==> src/rtl/softmute_pkg.sv <==
package softmute_pkg;

    localparam int ATT_W  = 7;
    localparam int MULT_W = 8;

    typedef enum logic [1:0] {
        ST_OPEN = 2'd0,
        ST_DOWN = 2'd1,
        ST_SHUT = 2'd2,
        ST_UP   = 2'd3
    } fade_st_t;

    // ticks spent in each curve phase; base tick is (0.5 ms / phases)
    function automatic logic [MULT_W-1:0] ticks_per_phase(input bit speaker,
                                                           input logic [1:0] sel);
        logic [MULT_W-1:0] m;
        if (speaker) begin
            case (sel)
                2'd0:    m = MULT_W'(8);
                2'd1:    m = MULT_W'(16);
                2'd2:    m = MULT_W'(64);
                default: m = MULT_W'(128);
            endcase
        end else begin
            case (sel)
                2'd0:    m = MULT_W'(1);
                2'd1:    m = MULT_W'(8);
                2'd2:    m = MULT_W'(16);
                default: m = MULT_W'(32);
            endcase
        end
        return m;
    endfunction

    // smoothstep 3x^2 - 2x^3 scaled to the full mute code
    function automatic logic [ATT_W-1:0] s_curve(input int unsigned p,
                                                  input int unsigned n,
                                                  input int unsigned full);
        int unsigned num;
        num = full * (3 * p * p * n - 2 * p * p * p);
        return ATT_W'(num / (n * n * n));
    endfunction

endpackage

==> src/rtl/mute_req_sync.sv <==
module mute_req_sync (
    input  logic clk,
    input  logic rst,
    input  logic pin_i,
    input  logic reg_i,
    output logic req_o
);
    logic [1:0] sync_q;

    always_ff @(posedge clk) begin
        if (rst) sync_q <= 2'b00;
        else     sync_q <= {sync_q[0], pin_i};
    end

    assign req_o = sync_q[1] | reg_i;
endmodule

==> src/rtl/fade_timer.sv <==
module fade_timer
    import softmute_pkg::*;
#(
    parameter int TICK_DIV = 375
) (
    input  logic              clk,
    input  logic              rst,
    input  logic              run_i,
    input  logic [MULT_W-1:0] tpp_i,
    output logic              adv_o
);
    localparam int PRE_W = (TICK_DIV > 1) ? $clog2(TICK_DIV) : 1;
    localparam logic [PRE_W-1:0] PRE_LAST = PRE_W'(TICK_DIV - 1);

    logic [PRE_W-1:0]  pre_q;
    logic [MULT_W-1:0] stp_q;
    logic              tick;
    logic              stp_last;

    assign tick     = (pre_q == PRE_LAST);
    assign stp_last = (stp_q == (tpp_i - MULT_W'(1)));

    always_ff @(posedge clk) begin
        if (rst || !run_i) begin
            pre_q <= '0;
            stp_q <= '0;
        end else if (tick) begin
            pre_q <= '0;
            stp_q <= stp_last ? '0 : stp_q + MULT_W'(1);
        end else begin
            pre_q <= pre_q + PRE_W'(1);
        end
    end

    assign adv_o = run_i && tick && stp_last;
endmodule

==> src/rtl/mute_fsm.sv <==
module mute_fsm
    import softmute_pkg::*;
#(
    parameter int STEP_W = 5
) (
    input  logic              clk,
    input  logic              rst,
    input  logic              req_i,
    input  logic              adv_i,
    output fade_st_t          st_o,
    output logic [STEP_W-1:0] phase_o
);
    localparam logic [STEP_W-1:0] PH_LAST = '1;

    fade_st_t          st_q;
    logic [STEP_W-1:0] ph_q;

    always_ff @(posedge clk) begin
        if (rst) begin
            st_q <= ST_OPEN;
            ph_q <= '0;
        end else begin
            case (st_q)
                ST_OPEN: if (req_i) begin
                    st_q <= ST_DOWN;
                    ph_q <= '0;
                end
                ST_SHUT: if (!req_i) begin
                    st_q <= ST_UP;
                    ph_q <= '0;
                end
                ST_DOWN: if (adv_i) begin
                    if (ph_q == PH_LAST) begin
                        st_q <= ST_SHUT;
                        ph_q <= '0;
                    end else begin
                        ph_q <= ph_q + STEP_W'(1);
                    end
                end
                default: if (adv_i) begin
                    if (ph_q == PH_LAST) begin
                        st_q <= ST_OPEN;
                        ph_q <= '0;
                    end else begin
                        ph_q <= ph_q + STEP_W'(1);
                    end
                end
            endcase
        end
    end

    assign st_o    = st_q;
    assign phase_o = ph_q;
endmodule

==> src/rtl/softmute_ctrl.sv <==
module softmute_ctrl
    import softmute_pkg::*;
#(
    parameter bit SPEAKER_PATH = 1'b0,
    parameter int TICK_DIV     = 375,
    parameter int STEP_W       = 5,
    parameter int MUTE_ATT     = 100
) (
    input  logic             clk,
    input  logic             rst,
    input  logic             mute_pin_i,
    input  logic             mute_reg_i,
    input  logic [1:0]       time_sel_i,
    output logic [ATT_W-1:0] atten_o,
    output logic             muted_o
);
    localparam int unsigned NSTEPS = 1 << STEP_W;

    logic              req_eff;
    logic              adv;
    logic              run;
    fade_st_t          st_q;
    logic [STEP_W-1:0] phase_q;
    logic [1:0]        sel_q;
    logic [MULT_W-1:0] tpp;

    mute_req_sync u_sync (
        .clk   (clk),
        .rst   (rst),
        .pin_i (mute_pin_i),
        .reg_i (mute_reg_i),
        .req_o (req_eff)
    );

    // time select follows the input only while resting; frozen during a fade
    always_ff @(posedge clk) begin
        if (rst)                                     sel_q <= 2'd0;
        else if (st_q == ST_OPEN || st_q == ST_SHUT) sel_q <= time_sel_i;
    end

    assign tpp = ticks_per_phase(SPEAKER_PATH, sel_q);
    assign run = (st_q == ST_DOWN) || (st_q == ST_UP);

    fade_timer #(.TICK_DIV(TICK_DIV)) u_timer (
        .clk   (clk),
        .rst   (rst),
        .run_i (run),
        .tpp_i (tpp),
        .adv_o (adv)
    );

    mute_fsm #(.STEP_W(STEP_W)) u_fsm (
        .clk     (clk),
        .rst     (rst),
        .req_i   (req_eff),
        .adv_i   (adv),
        .st_o    (st_q),
        .phase_o (phase_q)
    );

    always_comb begin
        case (st_q)
            ST_OPEN: atten_o = '0;
            ST_SHUT: atten_o = ATT_W'(MUTE_ATT);
            ST_DOWN: atten_o = s_curve(int'(phase_q), NSTEPS, MUTE_ATT);
            default: atten_o = s_curve(NSTEPS - int'(phase_q), NSTEPS, MUTE_ATT);
        endcase
    end

    assign muted_o = (st_q != ST_OPEN);
endmodule

==> config.mk <==
export PLATFORM = sky130hd
export DESIGN_NAME = softmute_ctrl
export DESIGN_NICKNAME = d
export VERILOG_FILES = /design/src/rtl/softmute_pkg.sv /design/src/rtl/mute_req_sync.sv /design/src/rtl/fade_timer.sv /design/src/rtl/mute_fsm.sv /design/src/rtl/softmute_ctrl.sv
export SDC_FILE = /design/constraint.sdc
export NUM_CORES = 1
export LEC_CHECK = 0
export BUFFER_PORTS_ARGS = -buffer_cell sky130_fd_sc_hd__buf_2
export CAP_MARGIN = 30
export CORE_MARGIN = 2
export CORE_UTILIZATION = 55
export DETAILED_ROUTE_END_ITERATION = 6
export PLACE_DENSITY = 0.79
export SYNTH_ARGS = -nofsm -noshare
export SYNTH_HDL_FRONTEND = slang
export SYNTH_SLANG_ARGS = --single-unit
==> constraint.sdc <==
create_clock -name clk -period 13.55 [get_ports clk]
set_input_delay 0.6775 -clock clk [delete_from_list [all_inputs] [get_ports clk]]
set_output_delay 0.6775 -clock clk [all_outputs]
set_load 0.05 [all_outputs]
==> tab_implementation.tex, run 1 <==
\begin{tabular}{lr}
\hline
Metric & Value \\
\hline
\multicolumn{2}{l}{\textbf{Clocking}} \\
\quad Clock root buffer & sky130\_fd\_sc\_hd\_\_clkbuf\_16 \\
\quad Reg clk slew, reported paths & $\sim$80 ps \\
\quad Maximum number of buffers from clock root to sink & 2 \\
\quad CTS tree & built \\
\quad TritonCTS Buffers & 3 \\
\quad Count of H-tree levels built during CTS & 1 \\
\quad Total number of clock tree sinks & 28 \\
\quad Clk Latency, worst-skew pair & 270 ps \\
\multicolumn{2}{l}{\textbf{Floorplanning}} \\
\quad Effective utilization at floorplan & 56.1\% \\
\quad Y dimension of the die & 165 µm \\
\quad Site row count & 58 \\
\quad Die outline width & 165 µm \\
\quad Area of the core & 25300 µm² \\
\quad Top Ports & 14 \\
\quad Die ar. & around 27000 µm² \\
\multicolumn{2}{l}{\textbf{Final layout}} \\
\quad Fin area & 16000 µm² \\
\quad Area growth syn-to-layout & 13.1\% \\
\quad Most frequent cells in the layout & 348 x sky130\_fd\_sc\_hd\_\_ha\_1, 243 x sky130\_fd\_sc\_hd\_\_inv\_1, 133 x sky130\_fd\_sc\_hd\_\_nor2\_1 \\
\quad Final nets & approximately 2.2k \\
\quad Count of filler cells inserted in the layout & $\sim$2.0k \\
\quad Proportion of layout cells with a drive suffix above 1 & between 10\% and 20\% \\
\quad Antenna cell count & 0 \\
\quad Most common library cell in the layout ignoring fill and taps & sky130\_fd\_sc\_hd\_\_ha\_1 \\
\multicolumn{2}{l}{\textbf{Timing}} \\
\quad Final hold viol count & 0 \\
\quad RSZ-0062 raised after global routing & yes \\
\quad Sum Neg Setup Slack & -4.77 ps \\
\quad Post-route fraction of the period consumed by the critical path & 100\% \\
\quad \# setup viols final & 1 \\
\quad Measured slew at the worst slew-check pin & 772 ps \\
\quad Worst Clk Skew & 9.28 ps \\
\quad Maximum frequency from static timing analysis & 73.8 MHz \\
\quad Post-Route Hold Slack & 432 ps \\
\quad Setup WS post-layout & -4.77 ps \\
\quad Remaining max-slew budget at the tightest pin & about half \\
\quad Max Slew Vio Count & 0 \\
\quad Minimum clock period after layout & 13550 ps \\
\multicolumn{2}{l}{\textbf{Synthesis}} \\
\quad FF+latch count, synth & 28 \\
\quad Average cell area after synthesis & 8.55 µm² \\
\quad Warnings, synthesis & 0 \\
\quad Number of standard cells after synthesis & 1659 \\
\quad Post-synthesis cell type count & 74 \\
\quad Fraction of the yosys area taken by sequential cells & 3.95\% \\
\quad Proportion of netlist area held by the largest area contributor & 34.1\% \\
\quad Synth async-reset ratio & 0\% \\
\quad Ys flop type & sky130\_fd\_sc\_hd\_\_dfxtp\_1 \\
\quad Post-synth design cell area & 14200 µm² \\
\quad Post-synth top area cell & sky130\_fd\_sc\_hd\_\_ha\_1 \\
\quad EDFF count, synth & 0 \\
\quad Leading post-synthesis cells by cell area & sky130\_fd\_sc\_hd\_\_ha\_1 34\%, sky130\_fd\_sc\_hd\_\_fa\_1 19\%, sky130\_fd\_sc\_hd\_\_inv\_1 6.9\% \\
\multicolumn{2}{l}{\textbf{Route}} \\
\quad Post-route DRC & 0 \\
\quad Routed length on met1 & 14000 µm \\
\quad Met3 Routed Length & 1190 µm \\
\quad Detailed Route Iter0 Violations & 486 \\
\quad Number of vias in the routed layout & 11.6k \\
\quad Number of search-and-repair iterations in the first detailed-routing pass & 5 \\
\quad Number of routed nets with antenna violations & 0 \\
\quad Final routed wire length divided by cell count & 16.3 µm \\
\quad Uppermost signal routing layer after detailed routing & met4 \\
\quad Total met2 wirelength after detailed routing & roughly 17000 µm \\
\quad Vias per Instance & 5.69 \\
\quad Final wirelength & between 30000 and 40000 µm \\
\multicolumn{2}{l}{\textbf{Critical path}} \\
\quad Delay of the slowest cell on the worst path & 560 ps \\
\quad Cell repeated most along the worst path & sky130\_fd\_sc\_hd\_\_ha\_4 \\
\quad Req. time, crit path & 12870 ps \\
\quad Path depth of the worst reg2reg path & 11 \\
\quad Nature of the critical path endpoint & output port \\
\quad Arrival @ worst endpoint & around 13000 ps \\
\quad Critical Path Start Type & register \\
\quad Critical-path cell with the highest stage delay & sky130\_fd\_sc\_hd\_\_fa\_1 \\
\quad Peak fanout along the critical path & 5 \\
\quad Crit Path Class & register to output port \\
\multicolumn{2}{l}{\textbf{Run status}} \\
\quad Run status & complete, but fails checks \\
\quad Failing checks & negative setup slack \\
\multicolumn{2}{l}{\textbf{Run}} \\
\quad Count of maximum capacitance violations & 0 \\
\multicolumn{2}{l}{\textbf{Worst hold path}} \\
\quad Instance count along the most critical hold path & 1 \\
\quad Hold/Removal Path Class & register to register \\
\multicolumn{2}{l}{\textbf{Global route}} \\
\quad Remaining Overflow, GRT & 0 \\
\quad Total Routing Usage GR & 24.2\% \\
\quad Vias in the first global route & 11.7k \\
\quad Wire length of the first global-routing pass & 53700 µm \\
\quad Largest net degree at the start of global routing & between 40 and 50 \\
\quad Initial antenna violation count & 0 \\
\multicolumn{2}{l}{\textbf{Placed design}} \\
\quad Global placer's final weighted congestion & 0.879 \\
\quad Cell area reported after detailed placement & around 15000 µm² \\
\quad Half-perimeter wire length after placement & 26500 µm \\
\quad Number of input and output port buffers inserted & 13 \\
\hline
\end{tabular}
==> cells by family after synthesis <==
kind of cell / share of synthesized area, %
AND/OR/NAND/NOR: 15.7
adder cells (fa/ha/maj): 52.8
multiplexers: 0.574
other: 0.0530
AO/OA/AOI/OAI: 11.3
buffers and inverters: 7.66
XOR/XNOR: 7.92
flip-flops: 3.95
==> area by class of cell <==
type	count	area, µm²	share of cell area [%]
Sequential cell	28	569	3.55
Timing Repair Buffer	74	533	3.32
Inverter	261	988	6.16
Tap cell	330	413	2.58
Multi-Input combinational cell	1347	13400	83.8
Clock buffer	4	100	0.624
==> critical path: cells and delay by family, from the launching register on <==
| family | cells | cell delay [ps] |
|---|---|---|
| compound gates | 5 | 790 |
| xor+xnor | 9 | 1850 |
| flops | 1 | 360 |
| fa+ha+maj | 23 | 7150 |
| simple gates | 7 | 1360 |
| buf+inv | 11 | 870 |
| mux | 1 | 220 |
==> state kept, by name, summed over array words and instances (netlist names) <==
name and cells:
u_sync.sync_q 2, u_fsm.st_o 2, u_timer.pre_q 9, u_fsm.phase_o 5, u_timer.stp_q 8, sel_q 2
==> cells in the mapped netlist (3+ instances only) <==
cell                       instances
sky130_fd_sc_hd__nand3_1          28
sky130_fd_sc_hd__and3_1           14
sky130_fd_sc_hd__and2_1           52
sky130_fd_sc_hd__nand4_1           9
sky130_fd_sc_hd__nor4_1            4
sky130_fd_sc_hd__o21bai_1         15
sky130_fd_sc_hd__clkbuf_1         20
sky130_fd_sc_hd__a21oi_1          72
sky130_fd_sc_hd__buf_1             3
sky130_fd_sc_hd__xor2_1           52
sky130_fd_sc_hd__dfxtp_1          28
sky130_fd_sc_hd__o21ai_0          43
sky130_fd_sc_hd__nand2b_1         25
sky130_fd_sc_hd__ha_1            386
sky130_fd_sc_hd__nor3_1           17
sky130_fd_sc_hd__a311oi_1          4
sky130_fd_sc_hd__o31ai_1           5
sky130_fd_sc_hd__nor3b_1           5
sky130_fd_sc_hd__a22o_1            3
sky130_fd_sc_hd__inv_1           259
sky130_fd_sc_hd__a211o_1           3
sky130_fd_sc_hd__xnor2_1          71
sky130_fd_sc_hd__nor3_4            3
sky130_fd_sc_hd__fa_1            133
sky130_fd_sc_hd__a21o_1           33
sky130_fd_sc_hd__mux2i_1           7
sky130_fd_sc_hd__o211ai_1          4
sky130_fd_sc_hd__and4_1            3
sky130_fd_sc_hd__nor2b_1          16
sky130_fd_sc_hd__o21a_1            8
sky130_fd_sc_hd__nand2_1         114
sky130_fd_sc_hd__a31oi_1           5
sky130_fd_sc_hd__or3_1             9
sky130_fd_sc_hd__or2_2             5
sky130_fd_sc_hd__a211oi_1          9
sky130_fd_sc_hd__nor2_1          138
sky130_fd_sc_hd__a31o_2            6
==> per-layer routing <==
layer | vias up | GRT usage, %
li1 | 5637 | -
met1 | 5654 | 29.7
met2 | 257 | 44.9
met3 | 75 | 1.96
met4 | 0 | 7.39
met5 | - | 0
==> timing repair <==
item                                    in CTS  in global routing
endpoints found under the setup margin       1                  5
hold endpoints to repair                     0                  0
gates resized for setup                     55                 57
setup buffers                               23                 14
pin swaps                                   51                 60
hold buffers                                 0                  0
==> stage by stage <==
step           utilization, %  instances  setup WS (ps)
5_1_grt                  63.5       2044           -436
6_report                 63.5       2044          -4.77
4_1_cts                  61.6       2030           7.43
2_1_floorplan               -       1661           1.46
3_5_place_dp             59.3       2003           -337
3_3_place_gp             59.3       2003           -151
==> worst paths after layout <==
kind                    startpoint                to  slack [ps]
setup / recovery  u_fsm.phase_o[2]        atten_o[6]          -5
hold / removal    u_sync.sync_q[0]  u_sync.sync_q[1]         430
setup reg to reg  u_fsm.phase_o[0]     u_fsm.st_o[0]       10580
hold reg to reg   u_sync.sync_q[0]  u_sync.sync_q[1]         430
Power of run 1 is left out: the tool's default activity adds up to more than one toggle a clock period on the data nets, which glitch-free logic cannot reach.
==> run 2, diff against run 1 <==
Settings changed: CORE_UTILIZATION 55 to 45, PLACE_DENSITY 0.79 to 0.67.
==> tab_implementation.tex, run 2 (synthesis results as in run 1) <==
\begin{tabular}{lr}
\hline
Metric & Value \\
\hline
\multicolumn{2}{l}{\textbf{Timing}} \\
\quad Remaining max-slew budget at the tightest pin & 49.1\% (+0.61 points) \\
\quad Minimum clock period after layout & 13420 ps (-136 ps) \\
\quad Worst Clk Skew & 14.5 ps (+5.27 ps) \\
\quad RSZ-0062 raised after global routing & yes \\
\quad \# setup viols final & 0 (-1) \\
\quad Maximum frequency from static timing analysis & 74.5 MHz (+1.0\%) \\
\quad Post-Route Hold Slack & 444 ps (+11.9 ps) \\
\quad Final hold viol count & 0 (unchanged) \\
\quad Measured slew at the worst slew-check pin & 758 ps (-13.7 ps) \\
\quad Post-route fraction of the period consumed by the critical path & 99.0\% (-1.0 points) \\
\quad Max Slew Vio Count & 0 (unchanged) \\
\multicolumn{2}{l}{\textbf{Worst hold path}} \\
\quad Hold/Removal Path Class & register to register \\
\multicolumn{2}{l}{\textbf{Route}} \\
\quad Final routed wire length divided by cell count & 15.3 µm (-6.2\%) \\
\quad Number of search-and-repair iterations in the first detailed-routing pass & 5 (unchanged) \\
\quad Detailed Route Iter0 Violations & 517 (+6.4\%) \\
\quad Number of routed nets with antenna violations & 0 (unchanged) \\
\quad Vias per Instance & 5.40 (-5.0\%) \\
\quad Number of vias in the routed layout & 11.4k (-1.9\%) \\
\quad Post-route DRC & 0 (unchanged) \\
\quad Final wirelength & 32200 µm (-3.2\%) \\
\multicolumn{2}{l}{\textbf{Critical path}} \\
\quad Peak fanout along the critical path & 4 (-1) \\
\quad Cell repeated most along the worst path & sky130\_fd\_sc\_hd\_\_ha\_4 \\
\quad Critical-path cell with the highest stage delay & sky130\_fd\_sc\_hd\_\_fa\_1 \\
\quad Nature of the critical path endpoint & output port \\
\quad Req. time, crit path & 12870 ps (about the same) \\
\quad Crit Path Class & register to output port \\
\quad Delay of the slowest cell on the worst path & 550 ps (about the same) \\
\quad Arrival @ worst endpoint & 12740 ps (-140 ps) \\
\quad Critical Path Start Type & register \\
\multicolumn{2}{l}{\textbf{Clocking}} \\
\quad Reg clk slew, reported paths & 80 ps (about the same) \\
\quad Clock root buffer & sky130\_fd\_sc\_hd\_\_clkbuf\_16 \\
\quad TritonCTS Buffers & 3 (unchanged) \\
\quad Maximum number of buffers from clock root to sink & 2 (unchanged) \\
\quad Count of H-tree levels built during CTS & 1 (unchanged) \\
\quad Clk Latency, worst-skew pair & 280 ps (about the same) \\
\quad Total number of clock tree sinks & 28 (unchanged) \\
\quad CTS tree & built \\
\quad Count of hold buffers inserted by post-cts repair & 0 (unchanged) \\
\multicolumn{2}{l}{\textbf{Final layout}} \\
\quad Antenna cell count & 0 (unchanged) \\
\quad Count of filler cells inserted in the layout & 2829 (+39\%) \\
\quad Proportion of layout cells with a drive suffix above 1 & 12.4\% (-0.41 points) \\
\quad Most common library cell in the layout ignoring fill and taps & sky130\_fd\_sc\_hd\_\_ha\_1 \\
\quad Area growth syn-to-layout & 13.4\% \\
\quad Largest register by flop count & u\_timer.pre\_q \\
\quad Flip-flop count of the largest register, all copies and words added & 9 (unchanged) \\
\quad Core utilization of the finished layout & 52.1\% (-11 points) \\
\quad Most frequent cells in the layout & 346 x sky130\_fd\_sc\_hd\_\_ha\_1, 248 x sky130\_fd\_sc\_hd\_\_inv\_1, 133 x sky130\_fd\_sc\_hd\_\_nor2\_1 \\
\quad Final nets & 2240 (unchanged) \\
\multicolumn{2}{l}{\textbf{Floorplanning}} \\
\quad Site row count & 64 (+10\%) \\
\quad Die outline width & 182 µm (+10\%) \\
\quad Y dimension of the die & 182 µm (+10\%) \\
\quad Effective utilization at floorplan & 46.0\% (-10 points) \\
\quad Top Ports & 14 (unchanged) \\
\quad Die ar. & 32900 µm² (+22\%) \\
\quad Area of the core & 30800 µm² (+22\%) \\
\multicolumn{2}{l}{\textbf{Global route}} \\
\quad Remaining Overflow, GRT & 0 (unchanged) \\
\quad Total Routing Usage GR & 19.8\% (-4.4 points) \\
\quad Largest net degree at the start of global routing & 45 (unchanged) \\
\quad Initial antenna violation count & 0 (unchanged) \\
\quad Wire length of the first global-routing pass & 54300 µm (+1.1\%) \\
\quad Vias in the first global route & 11.4k (-2.7\%) \\
\multicolumn{2}{l}{\textbf{Placed design}} \\
\quad Number of input and output port buffers inserted & 13 (unchanged) \\
\quad Global placer's final weighted congestion & 0.855 (-2.7\%) \\
\quad Half-perimeter wire length after placement & 26800 µm (+1.0\%) \\
\multicolumn{2}{l}{\textbf{Run status}} \\
\quad Run status & finished, final reports clean \\
\multicolumn{2}{l}{\textbf{Run}} \\
\quad Count of maximum capacitance violations & 0 (unchanged) \\
\hline
\end{tabular}
-- run 2: worst max-delay path: cells and delay by family, from the launching register on --
family	cells	cell delay, ps
DFF	1	360
and+or+nand+nor	6	880
muxes	1	220
xor gates and xnor gates	10	2000
AOI/OAI and AO/OA	6	1150
adders and majority gates	23	6990
buffers and inverters	9	870
-- run 2: cell type report --
cell class | instances | area [µm²] | share of cell area [%]
clock buffers | 4 | 100 | 0.623
inverters | 261 | 990 | 6.16
repair buffers | 74 | 537 | 3.34
flip-flops and latches | 28 | 569 | 3.54
multi-input cells | 1347 | 13400 | 83.3
well taps | 396 | 495 | 3.08
-- run 2: timing repair --
action | 4_1_cts | 5_1_grt
buffers inserted | 27 | 8
pin swaps | 50 | 44
resized for setup | 53 | 49
cloned | 0 | 0
endpoints found under the setup margin | 3 | 4
-- run 2: path summary, 6_finish.rpt --
path	startpoint	end	slack, ps	cells after the start
max	u_fsm.phase_o[2]	atten_o[6]	130	55
min	u_sync.sync_q[0]	u_sync.sync_q[1]	440	1
max reg2reg	u_fsm.phase_o[0]	u_fsm.st_o[0]	10520	11
min reg2reg	u_sync.sync_q[0]	u_sync.sync_q[1]	440	1
-- run 2: per-stage QoR --
stage	setup TNS (ps)	instance area [µm²]	std cells	setup WS, ps
finish	0	16100	2110	131
global route	-533	16100	2110	-433
CTS	0	15700	2102	3.47
detailed placement	-468	15100	2071	-468
global placement	-244	15100	2071	-244
floorplan	0	14500	1661	1.46
-- run 2: routing by layer --
layer	part of all wire (%)	vias to the layer above	GRT usage, %	wire length (µm)
li1	-	5646	-	-
met1	45	5514	26.0	14500
met2	49	198	35.3	15900
met3	3.3	45	1.44	1070
met4	2.2	0	4.65	705
met5	0	-	0	0
Power of run 2 is left out for the same reason.
